File: src/rtl/pwm_stat_pkg.sv
package pwm_stat_pkg;
  localparam int N_EVT        = 5;
  localparam int FLAG_LSB     = 16;
  localparam int LIVE_LSB     = 8;
  localparam int CAP_LIVE_BIT = 13;
  localparam int START_BIT    = 7;
  localparam int STOP_BIT     = 6;
  localparam int CAP_BIT      = 5;
  localparam int PEND_BIT     = 4;
  localparam int REQ_BIT      = 3;
  localparam int PHASE_BIT    = 2;
  localparam int HALF_BIT     = 1;
  localparam int TRIG_BIT     = 0;

  typedef struct packed {
    logic             hit;
    logic             start;
    logic             stop;
    logic             upd_req;
    logic [N_EVT-1:0] flag_keep;
    logic             cap_keep;
  } wr_cmd_t;
endpackage

File: src/rtl/pwm_bus_decode.sv
module pwm_bus_decode
  import pwm_stat_pkg::*;
#(
  parameter int ADDR_W = 4,
  parameter logic [ADDR_W-1:0] REG_ADDR = '0,
  parameter int DATA_W = 32
) (
  input  logic [ADDR_W-1:0] addr,
  input  logic              wr_en,
  input  logic [DATA_W-1:0] wr_data,
  output wr_cmd_t           cmd
);
  logic sel;

  always_comb begin
    sel           = (addr == REG_ADDR);
    cmd.hit       = sel && wr_en;
    cmd.start     = cmd.hit && wr_data[START_BIT];
    cmd.stop      = cmd.hit && wr_data[STOP_BIT];
    cmd.upd_req   = cmd.hit && wr_data[REQ_BIT];
    cmd.flag_keep = wr_data[FLAG_LSB +: N_EVT];
    cmd.cap_keep  = wr_data[CAP_BIT];
  end
endmodule

File: src/rtl/pwm_evt_flags.sv
module pwm_evt_flags #(
  parameter int N = 5
) (
  input  logic         clk,
  input  logic         rst_n,
  input  logic         enable,
  input  logic [N-1:0] evt_in,
  input  logic         wr_hit,
  input  logic [N-1:0] keep,
  output logic [N-1:0] flags,
  output logic [N-1:0] evt_q
);
  logic         en_q;
  logic [N-1:0] flags_nxt;
  logic [N-1:0] hw_set;

  always_ff @(posedge clk or negedge rst_n) begin
    if (!rst_n) begin
      en_q  <= 1'b0;
      evt_q <= '0;
    end else begin
      en_q  <= enable;
      evt_q <= evt_in;
    end
  end

  for (genvar i = 0; i < N; i++) begin : g_flag
    always_comb begin
      hw_set[i] = enable && evt_in[i] && (!evt_q[i] || !en_q);
      if (hw_set[i])
        flags_nxt[i] = 1'b1;
      else if (wr_hit && !keep[i])
        flags_nxt[i] = 1'b0;
      else
        flags_nxt[i] = flags[i];
    end

    always_ff @(posedge clk or negedge rst_n) begin
      if (!rst_n)
        flags[i] <= 1'b0;
      else
        flags[i] <= flags_nxt[i];
    end
  end
endmodule

File: src/rtl/pwm_trig_ctl.sv
module pwm_trig_ctl (
  input  logic clk,
  input  logic rst_n,
  input  logic start,
  input  logic stop,
  input  logic single_shot,
  input  logic cycle_end,
  output logic trig
);
  logic trig_nxt;

  always_comb begin
    if (stop)
      trig_nxt = 1'b0;
    else if (start)
      trig_nxt = 1'b1;
    else if (single_shot && cycle_end)
      trig_nxt = 1'b0;
    else
      trig_nxt = trig;
  end

  always_ff @(posedge clk or negedge rst_n) begin
    if (!rst_n)
      trig <= 1'b0;
    else
      trig <= trig_nxt;
  end
endmodule

File: src/rtl/pwm_upd_ctl.sv
module pwm_upd_ctl (
  input  logic clk,
  input  logic rst_n,
  input  logic req,
  input  logic strobe,
  output logic pending,
  output logic xfer
);
  logic pend_nxt;

  always_comb begin
    xfer = pending && strobe;
    if (req)
      pend_nxt = 1'b1;
    else if (strobe)
      pend_nxt = 1'b0;
    else
      pend_nxt = pending;
  end

  always_ff @(posedge clk or negedge rst_n) begin
    if (!rst_n)
      pending <= 1'b0;
    else
      pending <= pend_nxt;
  end
endmodule

File: src/rtl/pwm_stat_reg.sv
module pwm_stat_reg
  import pwm_stat_pkg::*;
#(
  parameter int ADDR_W = 4,
  parameter logic [ADDR_W-1:0] REG_ADDR = '0,
  parameter int DATA_W = 32
) (
  input  logic              clk,
  input  logic              rst_n,
  input  logic              enable,
  input  logic [ADDR_W-1:0] addr,
  input  logic              wr_en,
  input  logic [DATA_W-1:0] wr_data,
  output logic [DATA_W-1:0] rd_data,
  input  logic [4:0]        evt_in,
  input  logic              cap_evt,
  input  logic              cap_live,
  input  logic              pp_phase,
  input  logic              ca_half,
  input  logic              single_shot,
  input  logic              cycle_end,
  input  logic              upd_strobe,
  output logic              trig,
  output logic              upd_pending,
  output logic              data_wr_ok,
  output logic              upd_xfer
);
  logic             rst_meta;
  logic             rst_n_s;
  wr_cmd_t          cmd;
  logic [N_EVT-1:0] evt_flag;
  logic [N_EVT-1:0] evt_q;
  logic             cap_flag;
  logic             cap_nxt;

  always_ff @(posedge clk or negedge rst_n) begin
    if (!rst_n) begin
      rst_meta <= 1'b0;
      rst_n_s  <= 1'b0;
    end else begin
      rst_meta <= 1'b1;
      rst_n_s  <= rst_meta;
    end
  end

  pwm_bus_decode #(
    .ADDR_W(ADDR_W), .REG_ADDR(REG_ADDR), .DATA_W(DATA_W)
  ) i_dec (
    .addr(addr), .wr_en(wr_en), .wr_data(wr_data), .cmd(cmd)
  );

  pwm_evt_flags #(.N(N_EVT)) i_flags (
    .clk(clk), .rst_n(rst_n_s), .enable(enable), .evt_in(evt_in),
    .wr_hit(cmd.hit), .keep(cmd.flag_keep), .flags(evt_flag), .evt_q(evt_q)
  );

  pwm_trig_ctl i_trig (
    .clk(clk), .rst_n(rst_n_s), .start(cmd.start), .stop(cmd.stop),
    .single_shot(single_shot), .cycle_end(cycle_end), .trig(trig)
  );

  pwm_upd_ctl i_upd (
    .clk(clk), .rst_n(rst_n_s), .req(cmd.upd_req), .strobe(upd_strobe),
    .pending(upd_pending), .xfer(upd_xfer)
  );

  always_comb begin
    if (cap_evt)
      cap_nxt = 1'b1;
    else if (cmd.hit && !cmd.cap_keep)
      cap_nxt = 1'b0;
    else
      cap_nxt = cap_flag;
  end

  always_ff @(posedge clk or negedge rst_n_s) begin
    if (!rst_n_s)
      cap_flag <= 1'b0;
    else
      cap_flag <= cap_nxt;
  end

  assign data_wr_ok = !upd_pending;

  always_comb begin
    rd_data = '0;
    if (addr == REG_ADDR) begin
      rd_data[FLAG_LSB +: N_EVT] = evt_flag;
      rd_data[LIVE_LSB +: N_EVT] = evt_in;
      rd_data[CAP_LIVE_BIT]      = cap_live;
      rd_data[CAP_BIT]           = cap_flag;
      rd_data[PEND_BIT]          = upd_pending;
      rd_data[PHASE_BIT]         = pp_phase;
      rd_data[HALF_BIT]          = ca_half;
      rd_data[TRIG_BIT]          = trig;
    end
  end
endmodule

File: config.mk
export PLATFORM = sky130hd
export DESIGN_NAME = pwm_stat_reg
export DESIGN_NICKNAME = d
export VERILOG_FILES = /design/src/rtl/pwm_stat_pkg.sv /design/src/rtl/pwm_bus_decode.sv /design/src/rtl/pwm_evt_flags.sv /design/src/rtl/pwm_trig_ctl.sv /design/src/rtl/pwm_upd_ctl.sv /design/src/rtl/pwm_stat_reg.sv
export SDC_FILE = /design/constraint.sdc
export NUM_CORES = 1
export LEC_CHECK = 0
export BUFFER_PORTS_ARGS = -buffer_cell sky130_fd_sc_hd__buf_2
export CORE_MARGIN = 1.5
export CORE_UTILIZATION = 35
export CTS_BUF_LIST = sky130_fd_sc_hd__clkbuf_2
export CTS_CLUSTER_SIZE = 12
export DETAILED_ROUTE_END_ITERATION = 12
export GPL_TIMING_DRIVEN = 0
export PLACE_DENSITY = 0.88
export SYNTH_ARGS = -nofsm -noshare
export SYNTH_HDL_FRONTEND = slang
export SYNTH_SLANG_ARGS = --single-unit
export TNS_END_PERCENT = 20
File: constraint.sdc
create_clock -name clk -period 1.95 [get_ports clk]
set_input_delay 0.195 -clock clk [delete_from_list [all_inputs] [get_ports clk]]
set_output_delay 0.195 -clock clk [all_outputs]
set_load 0.01 [all_outputs]
Yosys cells after proc, flatten, opt, wreduce, memory -nomap -nowiden

Index checks and enable logic that the tools add are counted.

Bits in registers: 16
Input port bits: 52
Output and inout bits: 36
Word-level logic and storage cells: 82

Mux-type cells: 21
Reductions and logical operators: 49

Operator list:

| kind               | count |
|---|---|
| logical AND 1 bit  | 22 |
| two-way mux 1 bit  | 17 |
| nonzero test 2 bit | 7 |
| logical NOT 1 bit  | 13 |
| two-way mux 6 bit  | 1 |
| logical OR 1 bit   | 5 |
| two-way mux 5 bit  | 1 |
| logical NOT 4 bit  | 1 |
| two-way mux 3 bit  | 1 |
| nonzero test 3 bit | 1 |
| two-way mux 2 bit  | 1 |

Depth between registers and ports, before layout

Gate-level depths: netlist of the first run.

Depth after elaboration: 5
Mapped depth: 4
Depth with buffers taken out: 3

Hierarchy

A second synthesis of the first run with hierarchy kept.

Cell total of the unflattened synthesis: 90
Area, all modules: 927.1 µm²

Modules (own cells, without submodules):

| module         | area each (µm²) | instances | cells an instance | sequential area each (µm²) |
|---|---|---|---|---|
| pwm_evt_flags  | 375.4           | 1         | 26                | 275.3 |
| pwm_stat_reg   | 367.9           | 1         | 42                | 75.1 |
| pwm_bus_decode | 98.8            | 1         | 14                | 0.0 |
| pwm_upd_ctl    | 43.8            | 1         | 4                 | 25.0 |
| pwm_trig_ctl   | 41.3            | 1         | 4                 | 25.0 |

Worst setup path before layout of the first run

OpenSTA, ideal clock, no wires.

Kind: input-to-output
From: in addr[3]
To: out rd_data[0]
Data required time: 1.755 ns
Path buffers: 1
Path slack: 0.909 ns
Arrival time: 0.846 ns
Stages on the path: 3
Path through: nor4_4 buf_2 and2_1

Word-level cells in the longest chain between the ends: 2

RTL lines:

| element            | RTL line           | source |
|---|---|---|
| start: declaration | pwm_stat_reg.sv:11 | `input logic [ADDR_W-1:0] addr,` |
| logical NOT 4 bit  | pwm_stat_reg.sv:87 | `if (addr == REG_ADDR) begin` |
| two-way mux 3 bit  | pwm_stat_reg.sv:87 |  |
| end: declaration   | pwm_stat_reg.sv:14 | `output logic [DATA_W-1:0] rd_data,` |

Every way passes these cells.

Worst setup path after layout of the first run

From: in addr[3]
To: out rd_data[16]

Word-level cells in the longest chain between the ends: 2

RTL lines:

| element           | RTL line |
|---|---|
| logical NOT 4 bit | pwm_stat_reg.sv:87 |
| two-way mux 5 bit | pwm_stat_reg.sv:87 |

Every way passes these cells.

==> results of run 1 <==
[stage by stage]
step / setup WS, ns / cells / total power, mW / hold WS (ns) / area [µm²]
floorplan: 0.909 / 94 / 0.423 / -0.101 / 881
global placement: 0.615 / 170 / 0.470 / -0.0181 / 1160
detailed placement: 0.595 / 170 / 0.473 / -0.0131 / 1160
CTS: 0.591 / 174 / 0.613 / 0.0240 / 1180
global route: 0.521 / 174 / 0.637 / 0.0207 / 1180
finish: 0.605 / 174 / 0.605 / 0.0402 / 1180
[cell families (layout without fill, tap and decap cells)]
logic type	count (synthesis)	in the layout	synth area share, %
AND/OR/NAND/NOR	28	28	20.2
buffers and inverters	19	71	16.5
flip-flops	16	16	48.6
AO/OA/AOI/OAI	14	14	13.8
other	2	17	0.911
[cells in the final DEF, fill, tap and decap left out, drive strengths merged]
master / instances
dlygate4sd3: 1
o21ai: 1
nand3: 1
clkbuf: 3
buf: 66
a32o: 5
a21o: 5
dfrtp: 16
and2: 17
conb: 17
nand2: 7
inv: 1
nor4: 1
a32oi: 1
a31oi: 2
nor2: 2
[state kept, by name, summed over array words and instances (netlist names)]
name and count:
rst_n_s 1, cap_flag 1, rst_meta 1, i_flags.evt_q 5
i_trig.trig 1, i_flags.en_q 1, i_flags.flags 5, i_upd.pending 1
[path summary, 6_finish.rpt]
path / cells after the start / endpoint / slack (ns)
min in group asynchronous: 0 / i_flags.evt_q[0] / 0.23
setup / recovery: 5 / rd_data[16] / 0.60
hold / removal: 1 / i_flags.evt_q[1] / 0.04
max in group asynchronous: 0 / cap_flag / 1.36
hold reg to reg: 0 / i_flags.evt_q[0] / 0.23
setup reg to reg: 3 / i_flags.flags[1] / 0.92
[cell type report]
| class | count | area share, % |
|---|---|---|
| Buffer | 18 | 11.2 |
| Tap cell | 28 | 2.97 |
| Clock buffer | 3 | 1.27 |
| Multi-Input combinational cell | 59 | 29.1 |
| Inverter | 1 | 0.318 |
| Sequential cell | 16 | 33.9 |
| Timing Repair Buffer | 49 | 21.2 |
[power breakdown]
group,total [mW],leakage [nW],internal (mW),switching (mW)
combinational,0.114,0.473,0.0619,0.0523
sequential,0.354,0.174,0.343,0.0110
clock,0.136,0.0125,0.0420,0.0939
[worst register-to-register path, stage by stage, from the launching register on]
cell and delay, ns:
dfrtp_1 0.45, nand2_1 0.09, a32o_1 0.26, a21o_1 0.14
[layer usage]
| layer | share of wire [%] | global-route usage [%] |
|---|---|---|
| met4 | 0 | 2.63 |
| met5 | 0 | 0 |
| met1 | 41 | 16.8 |
| met2 | 47 | 26.9 |
| met3 | 12 | 2.87 |
[what timing repair did]
| item | in CTS | in global routing |
|---|---|---|
| endpoints found under the setup margin | 0 | 0 |
| endpoints found under the hold margin | 2 | 0 |
| buffers inserted | 0 | 0 |
| gates resized for setup | 0 | 0 |
| hold buffers | 1 | 0 |
==> summary.txt, run 1 <==
Run status
  • Status: finished, final reports clean

Critical path
  • Critical path origin: addr[3]
  • CP peak stage delay: ~0.3 ns
  • CP Launch Type: input port
  • Worst setup path category: input port to output port
  • Most numerous cell on the critical path: buf_2
  • Critical Path Fanout Max: 10
  • Critical path buffer and inverter count: 3
  • CP cell instances: buf_2 > nor4_4 > buf_2 > and2_1 > buf_2
  • CP required: about 1.8 ns
  • Arr. time, crit path: 1.15 ns
  • Crit end category: output port
  • R2r startpoint: i_flags.en_q
  • Slowest cell on the critical path: nor4_4
  • Cell family with most CP delay: buffers and inverters

Floorplanning
  • Top Ports: around 90
  • Die ar.: 2660 µm²
  • Starting Density: between 30% and 40%
  • Core area: ~2200 µm²
  • Die Y: 51.5 µm
  • Die width: roughly 50 µm
  • Site Rows: 17

GRT
  • Antenna violations before repair: 0
  • First-pass GRT wire length: 2870 µm
  • Total gr overflow: 0
  • Total Routing Usage GR: ~14%
  • Vias in the first global route: 666
  • Largest net degree at the start of global routing: 15

Final layout
  • # fillers: 225
  • Final Util: 53.4%
  • Register area: 400 µm²
  • Area Overhead vs Synth: 43.2%
  • Antenna diode count: 0
  • Fraction of layout cells with a size suffix above 1: between 40% and 50%
  • Multi-input logic area: 344 µm²
  • Nets@finish: 200

Power and ir drop
  • Peak supply drop: about 0.34 mV
  • PwrDens: 512 nW/µm²
  • Leak Pwr: ~0.66 nW

Timing
  • Final Setup Violations: 0
  • TNS Setup: 0 ns
  • Final hold viol count: 0
  • Min Tclk post-route: 1.35 ns
  • RSZ-0062 raised after global routing: false
  • Rel. slew slack: 63.0%
  • Max Clk Rate: between 700 and 800 MHz
  • Fin. max-slew vios: 0
  • Final Skew: 0.00753 ns
  • Least-Margin Pin Slew: 0.554 ns
  • Fin crit share: 69.0%

Place
  • Port Buf Inserts: 48
  • HPWL after detailed placement: 1510 µm
  • Placer Congestion: 0.634

Logic synthesis
  • Cell taking the most area after synthesis: dfrtp_1
  • EDFF count, synth: 0
  • YS warnings: 0
  • Synth area leaders: dfrtp_1 49%, buf_4 15%, and2_1 13%
  • Post-synthesis cell count: 79
  • Register area share after synthesis: 48.6%
  • FF+latch count, synth: 16
  • Share of the synthesized area in the top cell type: slightly below 50%
  • Top cells by count, synth: 17 x and2_1, 17 x buf_4, 16 x dfrtp_1, 7 x nand2_1
  • Post-synthesis async set-or-reset flop share: between 90% and 100%
  • Syn Std Cell Area: 825 µm²
  • Yosys cell types: 15
  • Post-Syn Area per Cell: 10.4 µm²
  • Synth Flop Type: dfrtp_1

CTS
  • CTS tree: built
  • CTS sink cnt: 16
  • H-tree depth: 1
  • Clock transition at path regs: 0.14 ns
  • Worst-Skew Late Latency: 0.27 ns
  • Clk buf depth: 2
  • Total CTS buffers: 3
  • Root Driver: clkbuf_2

Detailed routing
  • DR vias: 752
  • DR pass1 iterations: 2
  • Via density per instance: 4.32
  • Total Wirelength: ~1900 µm
  • WL/cell: 10.9 µm
  • Drt first-iter violations: 7
  • Remaining DRCs: 0
  • DRT antenna net count: 0

Min path
  • Worst Hold Launch: evt_in[1]
  • Worst hold-check path type: input port to flip-flop

Flow run
  • Max-Cap Viols: 0
Note: power is estimated with default switching activity, not from simulation.
==> inputs of run 2 (changes only) <==
--- a/config.mk
+++ b/config.mk
@@ -5,14 +5,16 @@
 export SDC_FILE = /design/constraint.sdc
 export NUM_CORES = 1
 export LEC_CHECK = 0
+export ABC_AREA = 1
 export BUFFER_PORTS_ARGS = -buffer_cell sky130_fd_sc_hd__buf_2
+export CORE_ASPECT_RATIO = 0.5
 export CORE_MARGIN = 1.5
-export CORE_UTILIZATION = 35
+export CORE_UTILIZATION = 32
 export CTS_BUF_LIST = sky130_fd_sc_hd__clkbuf_2
 export CTS_CLUSTER_SIZE = 12
 export DETAILED_ROUTE_END_ITERATION = 12
 export GPL_TIMING_DRIVEN = 0
-export PLACE_DENSITY = 0.88
+export PLACE_DENSITY = 0.85
 export SYNTH_ARGS = -nofsm -noshare
 export SYNTH_HDL_FRONTEND = slang
 export SYNTH_SLANG_ARGS = --single-unit
==> constraint.sdc (replaced) <==
create_clock -name clk -period 1.2 [get_ports clk]
set_input_delay 0.12 -clock clk [delete_from_list [all_inputs] [get_ports clk]]
set_output_delay 0.12 -clock clk [all_outputs]
set_load 0.01 [all_outputs]
==> summary.txt, run 2 <==
Logic synthesis
  • Post-Syn Area per Cell: 8.00 µm² (was 10.4 µm²)
  • Top-count cell post-synth: inv_1
  • Post-Synth Simple-Gate Area: 21.2% (was 20.2%)
  • Synth Flop Type: dfrtp_1 (unchanged)
  • Synth Area in Compound Gates: 4.96% (was 13.8%)
  • Post-synthesis async set-or-reset flop share: 100% (unchanged)
  • Top cells by count, synth: 20 x inv_1, 17 x nor2_1, 16 x buf_4, 16 x dfrtp_1, 14 x nand2_1 (was 17 x and2_1, 17 x buf_4, 16 x dfrtp_1, 7 x nand2_1)
  • Adder-Cell Fraction of Synth Area: 0% (unchanged)
  • Post-synthesis cell count: 104 (was 79)
  • EDFF count, synth: 0 (unchanged)
  • Cell taking the most area after synthesis: dfrtp_1 (unchanged)
  • Register area share after synthesis: 48.1% (was 48.6%)
  • Synth area leaders: dfrtp_1 48%, buf_4 14%, inv_1 9.0% (was dfrtp_1 49%, buf_4 15%, and2_1 13%)
  • Share of the synthesized area in the top cell type: 48.1% (was 48.6%)
  • Mux cell area share after synthesis: 0% (unchanged)
  • FF+latch count, synth: 16 (unchanged)
  • Combinational family with the most area after synthesis: buffers and inverters (was simple AND/OR/NAND/NOR gates)
  • Xor and xnor area share after synthesis: 0% (unchanged)
  • Syn Std Cell Area: 832 µm² (was 825 µm²)
  • YS warnings: 0 (unchanged)
  • Yosys cell types: 15 (unchanged)

GRT
  • Total Routing Usage GR: 14.5% (was 14.3%)
  • GR Layer Usage met1: 13.7% (was 16.8%)
  • Vias in the first global route: 713 (was 666)
  • First-pass GRT wire length: 2950 µm (was 2870 µm)
  • Layer with the highest usage: met2 (unchanged)
  • Total gr overflow: 0 (unchanged)
  • Antenna violations before repair: 0 (unchanged)
  • Largest net degree at the start of global routing: 15 (unchanged)
  • GRT met3 Usage: 4.43% (was 2.87%)
  • GR Util met2: 29.2% (was 26.9%)

Final layout
  • Final Util: 53.6% (was 53.4%)
  • Biggest regs: i_flags.evt_q x5, i_flags.flags x5 (unchanged)
  • Area Overhead vs Synth: 51.0% (was 43.2%)
  • Fraction of layout cells with a size suffix above 1: 40.1% (was 47.9%)
  • Antenna diode count: 0 (unchanged)
  • Final cell count without fillers: 212 (was 174)
  • Commonest non-fill, non-tap cell in the layout: buf_2 (unchanged)
  • Most frequent cells in the layout: 47 x buf_2, 20 x inv_1, 17 x nor2_1, 17 x conb_1 (was 49 x buf_2, 17 x and2_1, 17 x buf_4, 17 x conb_1, 16 x dfrtp_1)
  • Nets@finish: 230 (was 200)

Timing
  • Fin crit share: 97.4%
  • Final Skew: 0.00890 ns (was 0.00753 ns)
  • RSZ-0062 raised after global routing: true (was false)
  • Final Setup Violations: 0 (unchanged)
  • Rel. slew slack: 62.5% (was 63.0%)
  • Min Tclk post-route: between 1 and 1.5 ns
  • Least-Margin Pin Slew: 0.563 ns (was 0.554 ns)
  • Hold slack final: 0.0261 ns (was 0.0402 ns)
  • TNS Setup: 0 ns (unchanged)
  • Final hold viol count: 0 (unchanged)
  • Max Clk Rate: 855 MHz
  • Fin. max-slew vios: 0 (unchanged)

CTS
  • Clk buf depth: 2 (unchanged)
  • Total CTS buffers: 3 (unchanged)
  • CTS tree: built (unchanged)
  • H-tree depth: 1 (unchanged)
  • Post CTS Setup Buffer Count: 0 (unchanged)
  • Post-CTS Resized: 0 (unchanged)
  • Clock transition at path regs: 0.15 ns (was 0.14 ns)
  • Worst-Skew Late Latency: 0.28 ns (was 0.27 ns)
  • Root Driver: clkbuf_2 (unchanged)
  • CTS sink cnt: 16 (unchanged)

Place
  • HPWL after detailed placement: 1530 µm (was 1510 µm)
  • Placer Congestion: 0.689 (was 0.634)
  • Port Buf Inserts: 48 (unchanged)
  • Placed instance count: 202 (was 170)

Critical path
  • Crit end category: output port (unchanged)
  • R2r setup slk: 0.48 ns (was 0.92 ns)
  • CP Launch Type: input port (unchanged)
  • R2r startpoint: i_flags.en_q (unchanged)
  • Worst reg-to-reg path cell count: 3 (unchanged)
  • CP required: 1.08 ns (was 1.75 ns)
  • RR Endpoint: i_flags.flags[0] (was i_flags.flags[1])
  • Critical Path Fanout Max: 3 (was 10)
  • Worst setup path category: input port to output port (unchanged)
  • Arr. time, crit path: 1.05 ns (was 1.15 ns)

Detailed routing
  • Total Wirelength: 1950 µm (was 1890 µm)
  • Remaining DRCs: 0 (unchanged)
  • DR vias: 801 (was 752)
  • WL/cell: 9.18 µm (was 10.9 µm)
  • DRT antenna net count: 0 (unchanged)
  • Drt first-iter violations: 21 (was 7)
  • Via density per instance: 3.78 (was 4.32)
  • DR pass1 iterations: 4 (was 2)

Floorplanning
  • Core area: 2340 µm² (was 2210 µm²)
  • Die ar.: 2930 µm² (was 2660 µm²)
  • Top Ports: 88 (unchanged)
  • Starting Density: 35.5% (was 37.3%)
  • Die Y: 39.1 µm (was 51.5 µm)
  • Site Rows: 12 (was 17)
  • Die width: 75.1 µm (was 51.5 µm)

Min path
  • Worst hold-check path type: input port to flip-flop (unchanged)
  • Worst Hold Launch: upd_strobe (was evt_in[1])
  • Hold depth: 2 (was 1)
  • Worst Hold Path EP: i_upd.pending (was i_flags.evt_q[1])

Flow run
  • Max-Cap Viols: 0 (unchanged)

Power and ir drop
  • Leak Pwr: 0.797 nW (was 0.659 nW)
  • PwrDens: 814 nW/µm² (was 512 nW/µm²)
  • Peak supply drop: 0.355 mV (was 0.336 mV)
  • Total power: 1.02 mW (was 0.605 mW)

Run status
  • Status: finished, final reports clean (unchanged)
run 2: per-layer routing:
metal / share of wire [%] / wire (µm)
met3: 7.2 / 141
met2: 54 / 1060
met1: 36 / 703
met4: 2.1 / 40
met5: 0 / 0
run 2: final cells by class:
type / instances / area [µm²]
plain buffers: 17 / 131
clock buffers: 3 / 15.0
clock inverters: 1 / 3.75
fillers: 221 / 1090
inverters: 20 / 75.1
multi-input cells: 66 / 282
flip-flops and latches: 16 / 400
well taps: 35 / 43.8
repair buffers: 54 / 305
run 2: cell families after synthesis:
group / after synthesis
buffers and inverters: 37
and+or+nand+nor: 41
DFF: 16
other: 2
AOI/OAI and AO/OA: 8
run 2: worst max-delay path by stage:
stage                     startpoint           to  slack, ns  depth (start not counted)
after floorplan              addr[1]   rd_data[0]       0.39                          4
after global placement       addr[1]  rd_data[11]       0.17                          6
after detailed placement     addr[1]  rd_data[11]       0.13                          6
after CTS                  evt_in[3]  rd_data[11]       0.03                          5
after global routing       evt_in[4]  rd_data[12]     -0.003                          5
final                      evt_in[0]   rd_data[8]       0.03                          5
run 2: per-stage QoR:
stage | worst slack (ns) | area, µm²
6_report | 0.0308 | 1260
5_1_grt | -0.00314 | 1260
4_1_cts | 0.0309 | 1250
3_5_place_dp | 0.130 | 1170
3_3_place_gp | 0.167 | 1170
2_1_floorplan | 0.388 | 888
run 2: power by group:
part / internal [mW] / switching, mW / total [mW]
registers: 0.565 / 0.0208 / 0.586
logic: 0.109 / 0.0981 / 0.208
clock network: 0.0724 / 0.157 / 0.230
total: 0.747 / 0.276 / 1.02
run 2: what timing repair did:
| action | 4_1_cts | 5_1_grt |
|---|---|---|
| endpoints found under the hold margin | 7 | 1 |
| hold buffers | 6 | 1 |
| setup endpoints to repair | 0 | 4 |
run 2: critical path: stages:
cell,delay (ns)
dlygate4sd3_1,0.53
buf_2,0.13
inv_1,0.04
nor2_1,0.09
buf_2,0.14
==> inputs of run 3 (changes only) <==
--- a/config.mk
+++ b/config.mk
@@ -15,6 +15,7 @@
 export DETAILED_ROUTE_END_ITERATION = 12
 export GPL_TIMING_DRIVEN = 0
 export PLACE_DENSITY = 0.85
+export SETUP_SLACK_MARGIN = 0.2
 export SYNTH_ARGS = -nofsm -noshare
 export SYNTH_HDL_FRONTEND = slang
 export SYNTH_SLANG_ARGS = --single-unit
==> constraint.sdc (replaced) <==
create_clock -name clk -period 1 [get_ports clk]
set_input_delay 0.1 -clock clk [delete_from_list [all_inputs] [get_ports clk]]
set_output_delay 0.1 -clock clk [all_outputs]
set_load 0.01 [all_outputs]
==> summary.txt, run 3 (synthesized netlist as in run 2, its figures left out) <==
Power and ir drop
  • PwrDens: 959 nW/µm² (was 814 nW/µm²)
  • Leak Pwr: 0.814 nW (was 0.797 nW)
  • Peak supply drop: 0.428 mV (was 0.355 mV)
  • Total power: 1.25 mW (was 1.02 mW)

Place
  • Placed instance count: 202 (unchanged)
  • Port Buf Inserts: 48 (unchanged)
  • Place WS: -0.0300 ns (was 0.130 ns)
  • Placer Congestion: 0.689 (unchanged)
  • HPWL after detailed placement: 1530 µm (unchanged)

Detailed routing
  • Remaining DRCs: 0 (unchanged)
  • Total Wirelength: 2020 µm (was 1950 µm)
  • DR vias: 823 (was 801)
  • DR pass1 iterations: 4 (unchanged)
  • Drt first-iter violations: 15 (was 21)
  • Via density per instance: 3.85 (was 3.78)
  • DRT antenna net count: 0 (unchanged)
  • WL/cell: 9.45 µm (was 9.18 µm)

CTS
  • CTS tree: built (unchanged)
  • Clock transition at path regs: 0.15 ns (about the same)
  • CTS sink cnt: 16 (unchanged)
  • Post CTS Setup Buffer Count: 0 (unchanged)
  • Worst-Skew Late Latency: 0.29 ns (was 0.28 ns)
  • Total CTS buffers: 3 (unchanged)
  • H-tree depth: 1 (unchanged)
  • Root Driver: clkbuf_2 (unchanged)
  • Clk buf depth: 2 (unchanged)

GRT
  • Antenna violations before repair: 0 (unchanged)
  • Largest net degree at the start of global routing: 15 (unchanged)
  • Vias in the first global route: 755 (was 713)
  • Total gr overflow: 0 (unchanged)
  • Total Routing Usage GR: 15.7% (was 14.5%)
  • First-pass GRT wire length: 3190 µm (was 2950 µm)

Critical path
  • Worst setup path category: flip-flop to output port (was input port to output port)
  • Critical Path Fanout Max: 3 (unchanged)
  • Arr. time, crit path: 0.96 ns (was 1.05 ns)
  • RR Endpoint: i_flags.flags[0] (unchanged)
  • CP endpoint: rd_data[4] (was rd_data[8])
  • R2r startpoint: i_flags.en_q (unchanged)
  • CP required: 0.90 ns (was 1.08 ns)
  • Critical path origin: i_upd.pending (was evt_in[0])
  • R2r setup slk: 0.28 ns (was 0.48 ns)
  • CP Launch Type: flip-flop (was input port)
  • Crit end category: output port (unchanged)
  • Worst reg-to-reg path cell count: 3 (unchanged)

Timing
  • RSZ-0062 raised after global routing: true (unchanged)
  • Final Setup Violations: 9 (was 0)
  • TNS Setup: -0.271 ns (was 0 ns)
  • Fin crit share: 106%
  • Final hold viol count: 0 (unchanged)
  • Final Skew: 0.0112 ns (was 0.00890 ns)
  • Fin. max-slew vios: 0 (unchanged)
  • Least-Margin Pin Slew: 0.554 ns (was 0.563 ns)
  • Rel. slew slack: 63.0% (was 62.5%)
  • Max Clk Rate: 943 MHz
  • Min Tclk post-route: 1.06 ns
  • Worst Slack Setup Final: -0.0609 ns (was 0.0308 ns)

Floorplanning
  • Die Y: 39.1 µm (unchanged)
  • Die width: 75.1 µm (unchanged)
  • Core area: 2340 µm² (unchanged)
  • Top Ports: 88 (unchanged)
  • Site Rows: 12 (unchanged)
  • Starting Density: 35.5% (unchanged)
  • Die ar.: 2930 µm² (unchanged)

Run status
  • Status: finished with violations (was finished, final reports clean)
  • Violated checks: negative setup slack

Final layout
  • Biggest regs: i_flags.evt_q x5, i_flags.flags x5 (unchanged)
  • Area Overhead vs Synth: 56.8% (was 51.0%)
  • Fraction of layout cells with a size suffix above 1: 40.8% (was 40.1%)
  • Nets@finish: 232 (was 230)
  • Commonest non-fill, non-tap cell in the layout: buf_2 (unchanged)
  • Final cell count without fillers: 214 (was 212)
  • Most frequent cells in the layout: 45 x buf_2, 19 x inv_1, 17 x nor2_1, 17 x conb_1 (was 47 x buf_2, 20 x inv_1, 17 x nor2_1, 17 x conb_1)
  • Antenna diode count: 0 (unchanged)
  • # fillers: 215 (was 221)

Flow run
  • Max-Cap Viols: 0 (unchanged)

Min path
  • Worst hold-check path type: input port to flip-flop (unchanged)
run 3: metal layers:
layer	GRT usage, %	part of all wire, %	vias to the layer above
met5	0	0	-
met4	8.18	2.0	0
met3	4.43	7.1	4
met2	31.6	54	27
met1	14.9	36	365
li1	-	-	427
run 3: what timing repair did:
action | 4_1_cts | 5_1_grt
endpoints found under the hold margin | 9 | 0
setup endpoints to repair | 20 | 20
hold buffers | 8 | 0
pin swaps | 13 | 4
gates cloned | 0 | 0
gates resized for setup | 4 | 3
run 3: worst min-delay path by stage:
stage                start               end  slack (ns)  depth (start not counted)
4_1_cts            cap_evt          cap_flag        0.01                          3
6_report           cap_evt          cap_flag        0.02                          3
3_5_place_dp         rst_n           rst_n_s       -0.11                          1
5_1_grt        wr_data[17]  i_flags.flags[1]       0.006                          3
3_3_place_gp         rst_n           rst_n_s       -0.12                          1
2_1_floorplan        rst_n          rst_meta       -0.20                          0
run 3: power by group:
part	internal [mW]	switching, mW
Sequential	0.678	0.0254
Clock	0.0869	0.192
Combinational	0.145	0.124
Total	0.910	0.342
run 3: metrics by stage:
step	utilization (%)	hold slack, ns	instance area, µm²
after floorplan	-	-0.196	888
after global placement	50.1	-0.115	1170
after detailed placement	50.1	-0.113	1170
after CTS	54.9	0.0144	1290
after global routing	55.7	0.00613	1310
final	55.7	0.0158	1310
run 3: cell type report:
class                   count  area, µm²  area share, %
inverters                  20       75.1           5.75
plain buffers              17        131           10.1
repair buffers             56        339           26.0
well taps                  35       43.8           3.36
multi-input cells          66        297           22.7
clock buffers               3       15.0           1.15
clock inverters             1       3.75          0.288
flip-flops and latches     16        400           30.7
run 3: critical path, cell delays in order (launching register included):
cell and delay (ns):
dfrtp_1 0.43, inv_2 0.08, nor2_1 0.04, buf_2 0.13
